`src/rtl/cbd_pkg.sv`:
```
package cbd_pkg;
    localparam int CHR_W = 8;
    localparam int TMR_W = 24;
    localparam int RUN_W = CHR_W + 1;

    function automatic logic [TMR_W-1:0] tmr_inc(input logic [TMR_W-1:0] v);
        return (&v) ? v : v + TMR_W'(1);
    endfunction
endpackage

```
`src/rtl/cbd_run_track.sv`:
```
module cbd_run_track import cbd_pkg::*; #(
    parameter int IDX_W = 7
) (
    input  logic             clk,
    input  logic             rst_n,
    input  logic             rx_vld,
    input  logic [CHR_W-1:0] rx_data,
    input  logic [IDX_W-1:0] rx_idx,
    input  logic [CHR_W-1:0] pat_char,
    input  logic [CHR_W-1:0] pat_count,
    input  logic [TMR_W-1:0] gap_max,
    input  logic [TMR_W-1:0] pre_idle,
    input  logic [TMR_W-1:0] post_idle,
    input  logic             flush,
    output logic             hit,
    output logic [IDX_W-1:0] hit_pos,
    output logic             det_pulse
);
    typedef struct packed {
        logic [TMR_W-1:0] idle;
        logic [RUN_W-1:0] run;
        logic [IDX_W-1:0] start;
        logic             det;
    } trk_t;

    trk_t s_d, s_q;

    always_comb begin
        s_d     = s_q;
        s_d.det = 1'b0;
        hit     = 1'b0;
        if (rx_vld) begin
            s_d.idle = TMR_W'(1);
            if (rx_data == pat_char) begin
                if (s_q.run != '0 && s_q.idle < gap_max) begin
                    s_d.run = (&s_q.run) ? s_q.run : s_q.run + RUN_W'(1);
                end else if (s_q.idle >= pre_idle) begin
                    s_d.run   = RUN_W'(1);
                    s_d.start = rx_idx;
                end else begin
                    s_d.run = '0;
                end
            end else begin
                s_d.run = '0;
            end
        end else begin
            s_d.idle = tmr_inc(s_q.idle);
            if (s_q.run != '0 && s_q.run == RUN_W'(pat_count) && s_q.idle >= post_idle) begin
                hit     = 1'b1;
                s_d.det = 1'b1;
                s_d.run = '0;
            end
        end
        if (flush) begin
            hit     = 1'b0;
            s_d.det = 1'b0;
            s_d.run = '0;
        end
    end

    always_ff @(posedge clk or negedge rst_n) begin
        if (!rst_n) s_q <= '0;
        else        s_q <= s_d;
    end

    assign hit_pos   = s_q.start;
    assign det_pulse = s_q.det;
endmodule

```
`src/rtl/cbd_pos_queue.sv`:
```
module cbd_pos_queue #(
    parameter int IDX_W = 7,
    parameter int DEPTH = 4
) (
    input  logic                       clk,
    input  logic                       rst_n,
    input  logic                       push,
    input  logic [IDX_W-1:0]           push_pos,
    input  logic                       pop,
    input  logic                       flush,
    output logic [IDX_W:0]             head,
    output logic [$clog2(DEPTH+1)-1:0] level,
    output logic                       lost
);
    localparam int PTR_W = (DEPTH > 1) ? $clog2(DEPTH) : 1;
    localparam int LVL_W = $clog2(DEPTH + 1);

    typedef struct packed {
        logic [DEPTH-1:0][IDX_W-1:0] mem;
        logic [PTR_W-1:0]            rd;
        logic [PTR_W-1:0]            wr;
        logic [LVL_W-1:0]            lvl;
        logic                        lost;
    } q_t;

    q_t q_d, q_q;
    logic do_pop, do_push, room;

    function automatic logic [PTR_W-1:0] ptr_next(input logic [PTR_W-1:0] p);
        return (p == PTR_W'(DEPTH - 1)) ? '0 : p + PTR_W'(1);
    endfunction

    always_comb begin
        q_d     = q_q;
        do_pop  = pop && (q_q.lvl != '0);
        room    = (q_q.lvl != LVL_W'(DEPTH)) || do_pop;
        do_push = push && room;
        if (push && !room) q_d.lost = 1'b1;
        if (do_push) begin
            q_d.mem[q_q.wr] = push_pos;
            q_d.wr          = ptr_next(q_q.wr);
        end
        if (do_pop) q_d.rd = ptr_next(q_q.rd);
        q_d.lvl = q_q.lvl + LVL_W'(do_push) - LVL_W'(do_pop);
        if (flush) begin
            q_d.rd   = '0;
            q_d.wr   = '0;
            q_d.lvl  = '0;
            q_d.lost = 1'b0;
        end
    end

    always_ff @(posedge clk or negedge rst_n) begin
        if (!rst_n) q_q <= '0;
        else        q_q <= q_d;
    end

    assign head  = (q_q.lvl == '0) ? '1 : {1'b0, q_q.mem[q_q.rd]};
    assign level = q_q.lvl;
    assign lost  = q_q.lost;
endmodule

```
`src/rtl/char_burst_detect.sv`:
```
module char_burst_detect import cbd_pkg::*; #(
    parameter int IDX_W  = 7,
    parameter int QDEPTH = 4
) (
    input  logic                        clk,
    input  logic                        rst_n,
    input  logic                        rx_vld,
    input  logic [CHR_W-1:0]            rx_data,
    input  logic [IDX_W-1:0]            rx_idx,
    input  logic [CHR_W-1:0]            pat_char,
    input  logic [CHR_W-1:0]            pat_count,
    input  logic [TMR_W-1:0]            gap_max,
    input  logic [TMR_W-1:0]            pre_idle,
    input  logic [TMR_W-1:0]            post_idle,
    input  logic                        flush,
    input  logic                        pos_pop,
    output logic                        det_pulse,
    output logic [IDX_W:0]              pos_head,
    output logic [$clog2(QDEPTH+1)-1:0] pos_level,
    output logic                        pos_lost
);
    logic             hit;
    logic [IDX_W-1:0] hit_pos;

    cbd_run_track #(.IDX_W(IDX_W)) i_track (
        .clk(clk), .rst_n(rst_n), .rx_vld(rx_vld), .rx_data(rx_data), .rx_idx(rx_idx),
        .pat_char(pat_char), .pat_count(pat_count), .gap_max(gap_max),
        .pre_idle(pre_idle), .post_idle(post_idle), .flush(flush),
        .hit(hit), .hit_pos(hit_pos), .det_pulse(det_pulse)
    );

    cbd_pos_queue #(.IDX_W(IDX_W), .DEPTH(QDEPTH)) i_queue (
        .clk(clk), .rst_n(rst_n), .push(hit), .push_pos(hit_pos), .pop(pos_pop),
        .flush(flush), .head(pos_head), .level(pos_level), .lost(pos_lost)
    );
endmodule

```
`config.mk`:
```
export PLATFORM = sky130hd
export DESIGN_NAME = char_burst_detect
export DESIGN_NICKNAME = d
export VERILOG_FILES = /design/src/rtl/cbd_pkg.sv /design/src/rtl/cbd_run_track.sv /design/src/rtl/cbd_pos_queue.sv /design/src/rtl/char_burst_detect.sv
export SDC_FILE = /design/constraint.sdc
export NUM_CORES = 1
export LEC_CHECK = 0
export BUFFER_PORTS_ARGS = -buffer_cell sky130_fd_sc_hd__buf_2
export CORE_AREA = 2 2 142 75
export DETAILED_ROUTE_END_ITERATION = 10
export DIE_AREA = 0 0 144 77
export MAX_ROUTING_LAYER = met4
export PLACE_DENSITY = 0.85
export SLEW_MARGIN = 20
export SYNTH_ARGS = -nofsm -noshare
export SYNTH_HDL_FRONTEND = slang
export SYNTH_SLANG_ARGS = --single-unit
```
`constraint.sdc`:
```
create_clock -name clk -period 7.45 [get_ports clk]
set_input_delay 1.49 -clock clk [delete_from_list [all_inputs] [get_ports clk]]
set_output_delay 1.49 -clock clk [all_outputs]
set_load 0.01 [all_outputs]
```
; Yosys cells after proc, flatten, opt, wreduce, memory -nomap -nowiden
; Index checks and enable logic that the tools add are counted.
[word_totals]
ram_bits = 0
inputBits = 108
register_bits = 77
latchBits = 0
romBits = 0
mem_count = 0
out_inout_bits = 13
wordCells = 75
[classes]
shifts = 0
n_bitwise = 1
n_reduce_logical = 20
mul = 0
add_sub_neg = 6
n_mux = 23
eq_ne = 7
div = 0
n_lt_le_gt_ge = 6
[op_table]
columns = op, n
row1 = $ge 24x24->1, 2
row2 = $mux 9, 5
row3 = $mux 33, 1
row4 = $bwmux 28, 1
row5 = $add 24x1->24 const B, 1
row6 = $lt 24x24->1, 1
row7 = $mux 24, 1
row8 = $reduce_and 24->1, 1
row9 = $mux 8, 2
row10 = $bmux 7 s2, 1
row11 = $demux 7 s2, 1
row12 = $mux 7, 2
row13 = $add 9x1->9 const B, 1
row14 = $eq 9x8->1, 1
row15 = $reduce_and 9->1, 1
row16 = $reduce_bool 9->1, 1
row17 = $eq 8x8->1, 1
row18 = $mux 2, 4
row19 = $logic_and 1x1->1, 7
row20 = $lt 2x3->1 const B, 2
row21 = $reduce_bool 2->1, 3
row22 = $reduce_bool 3->1, 2
row23 = $mux 1, 5
row24 = $ne 5x5->1 const B, 1
row25 = 13 further kinds, 15

; Longest topological paths before layout
[depth]
word_depth = 10
mapped_depth = 12
depth_no_buf = 12

; Cells and area by module
; From an unflattened synthesis, not the netlist that was laid out.
[unflattened]
hier_cells = 611
hier_area_um2 = 5860.6
[by_module_without_submodules]
columns = mod, cells_each, area_each_um2, instances, seq_area_each_um2
row1 = cbd_run_track, 481, 4078.9, 1, 1026.0
row2 = cbd_pos_queue, 130, 1781.7, 1, 900.9

; Least setup slack after synthesis
; No wires, ideal clock.
[synth_path]
path_type = in2reg
from = input post_idle[2]
to = register i_queue.q_q, in the netlist i_queue.level[2]
setup_time_ns = 0.131
arrival_time_ns = 3.971
path_stages = 12
n_path_buf = 0
path_slack_ns = 3.348
required_ns = 7.319
cell_sequence = inv_1 -> ha_1 -> a211o_1 -> a31oi_1 -> nor4_1 -> o31ai_1 -> a2111oi_0 -> ha_1 -> fa_1 -> xnor2_1 -> xnor2_1 -> nor2_1
[synth_lines]
columns = element, line
row1 = from (decl), char_burst_detect.sv:14  ; input logic [TMR_W-1:0] post_idle,
row2 = to (signal assigned), cbd_pos_queue.sv:55  ; else q_q <= q_d;
row3 = to (decl), cbd_pos_queue.sv:26  ; q_t q_d, q_q;

==> flow_summary.toml <==
[status]
outcome = "complete, no violations"

[pwr]
power-per-cell-area_nw_per_um2 = 172.8
combPwrFrac = 0.237
p_seq_frac = 0.389
net-switching-power_uw = 350.4
pwr-share-clk = 0.374
p_int_uw = 826.7
ir_worst_vdd_mv = 0.1231
power_leakage_nw = 3.708
switching_share = 0.2977

[synthesis]
synth_warnings = 0
post-synth-top-count-cell = "inv_1"
yosys_most_used_dff = "dfrtp_1"
avgSynthCellArea_um2 = 9.385
ys_ff_latch = 77
yosysTopAreaCell = "dfrtp_1"
synth.distinct_cells = 50
synth_cells = 617
yosysSeqAreaShare = 0.3328
synth_nets = 808
synth_edf_count = 0
synthArstFlopShare = 1.000
yosys-top-cells-area = "dfrtp_1, ha_1, mux2_2"
yosysTopAreaCellShare = 0.3328
synth_area_um2 = 5791
synth_common_cells = "inv_1, ha_1, dfrtp_1"

[floorplanning]
die_x_um = 144
core_um2 = 9857
row_count = 26
start_util = 0.5875
die_area_um2 = 11090
ioPinCount = 121
chipHeight_um = 77

[sta]
finalClockSkew_ns = 0.006800
hold_viol_final = 0
relSlewSlack = 0.3113
post-route-min-period_ns = 4.205
finalSetupViolations = 0
tightest_slew_ns = 1.024
fin_ws_ns = 3.245
fin_tns_setup_ns = 0
rsz0062_at_grt = "no"
max_freq_ghz = 0.2378
slew_viol_final = 0
finalCritPeriodShare = 0.5644

[routing]
firstDrtPassIters = 5
drc = 0
wl_um = 15080
drt_iter0_drc = 374
via_count = 4981
ant_nets = 0
wl_per_cell_um = 17.16
routed_via_density = 5.667

[finish]
insertedDiodeCount = 0
final_core_util = 0.6910
layout-drive-gt1-share = 0.2639
final_cell_area_um2 = 6812
syn_to_final_growth_pct = 17.63
finalNetCount = 925
fin_cells = 879

[min_path]
min_path_cells = 1
hold_path_class = "reg2reg"

[job]
max_cap_violations = 0

[global_routing]
grt_max_degree = 78
first_global_vias = 4877
antenna_found_initial = 0
grt_usage = 0.2920
grt_overflow_total = 0
grt_pass1_wl_um = 24140

[critical_path]
end_kind = "flip-flop"
crit_required_ns = 7.67
crit_type = "in2reg"
start_kind = "input pin"
worst-r2r-cell-count = 10
crit_path_max_fanout = 4
cp_slowest_stage_delay_ns = 0.73
crit_arrival_ns = 4.43
cp_slowest_cell = "o31ai_1"
crit_chain = "buf_2, inv_1, ha_1, a21oi_1, o21ai_0, o31ai_1, a2111oi_0, ha_1, fa_1, xnor2_1, xnor2_1, nor2_1"

[cts]
cts_buffers = 9
root_buffer = "clkbuf_16"
cts_sinks = 77
postCtsHoldBufs = 0
cts_max_level = 3
post_cts_resized = 0
cts.path.max_buffers = 2
cts_tree = "yes"
postCtsSetupBuffers = 0
clock_latency_ns = 0.34
clk_pin_slew_ns = 0.06

[placement]
dp_slack_ns = 2.924
postPlaceCellArea_um2 = 6510
hpwl_um = 11960
place_inst = 863
portBuffers = 120
gp_congestion = 0.9873
power by group through the flow:
stage / clock network, mW / registers (mW) / logic, mW
after CTS: 0.447 / 0.458 / 0.280
final: 0.440 / 0.458 / 0.279
after detailed placement: 0 / 0.465 / 0.278
after global routing: 0.466 / 0.461 / 0.310
after floorplan: 0 / 0.448 / 0.185
after global placement: 0 / 0.464 / 0.263
worst max-delay path: cells and delay by family:
kind            cells  cell delay (ns)
xor+xnor            2             0.36
fa+ha+maj           3             0.97
buf+inv             2             0.11
compound gates      4             1.45
simple gates        1             0.06
layer usage:
layer,up-vias,global-route usage,wire length [um]
met4,0,0.06961,171
met2,197,0.4376,6720
li1,2385,-,-
met3,22,0.07245,1274
met1,2377,0.4015,6916
met5,-,-,0
metrics by stage:
stage | power, mW | hold WS (ns)
5_1_grt | 1.237 | 0.5147
3_3_place_gp | 0.7277 | 0.4815
6_report | 1.177 | 0.5067
2_1_floorplan | 0.6337 | 0.4738
3_5_place_dp | 0.7427 | 0.4913
4_1_cts | 1.185 | 0.5058
registers in the layout, summed over array words and instances (netlist names):
name               flops
i_track.s_q           33
i_queue.q_q           32
i_track.hit_pos        7
i_queue.level          3
i_queue.lost           1
i_track.det_pulse      1
cell usage in the layout, fill, tap and decap left out, drive strengths merged, types with 2 or more instances in the layout:
| cell | instances |
|---|---|
| and2 | 2 |
| nand2 | 43 |
| inv | 85 |
| nor2 | 43 |
| clkbuf | 10 |
| nor4b | 2 |
| nand3b | 2 |
| a211oi | 7 |
| nand3 | 16 |
| a21o | 5 |
| a31oi | 2 |
| a22o | 3 |
| xnor2 | 14 |
| buf | 122 |
| o21ai | 22 |
| mux4 | 7 |
| dfrtp | 77 |
| a2111oi | 2 |
| or2 | 10 |
| clkinv | 3 |
| nor3 | 15 |
| and3 | 3 |
| and4 | 7 |
| ha | 82 |
| nor4 | 7 |
| nor2b | 6 |
| xor2 | 24 |
| o21a | 6 |
| mux2 | 35 |
| a21oi | 28 |
| mux2i | 4 |
| nand4 | 22 |
| nand2b | 7 |
worst paths after layout:
kind | start | endpoint | slack, ns
setup / recovery | post_idle[11] | i_queue.level[2] | 3.25
hold / removal | i_queue.q_q[8] | i_queue.q_q[8] | 0.51
setup reg to reg | i_track.s_q[28] | i_queue.level[2] | 3.97
hold reg to reg | i_queue.q_q[8] | i_queue.q_q[8] | 0.51
max in group asynchronous | rst_n | i_queue.q_q[7] | 5.42
min in group asynchronous | rst_n | i_track.s_q[26] | 1.38
cells by family after synthesis:
logic type	share of synthesized area
xor+xnor	0.05748
compound gates	0.09357
buf+inv	0.06677
simple gates	0.1666
fa+ha+maj	0.1806
flops	0.3328
mux	0.1022
final cells by class:
type | instances | area [um^2]
Tap cell | 140 | 175.2
Multi-Input combinational cell | 440 | 3477
Sequential cell | 77 | 1927
Clock inverter | 6 | 72.57
Inverter | 84 | 315.3
Clock buffer | 10 | 229.0
Fill cell | 734 | 3045
Timing Repair Buffer | 122 | 615.6
No activity file was read; power rests on OpenSTA's default activity.
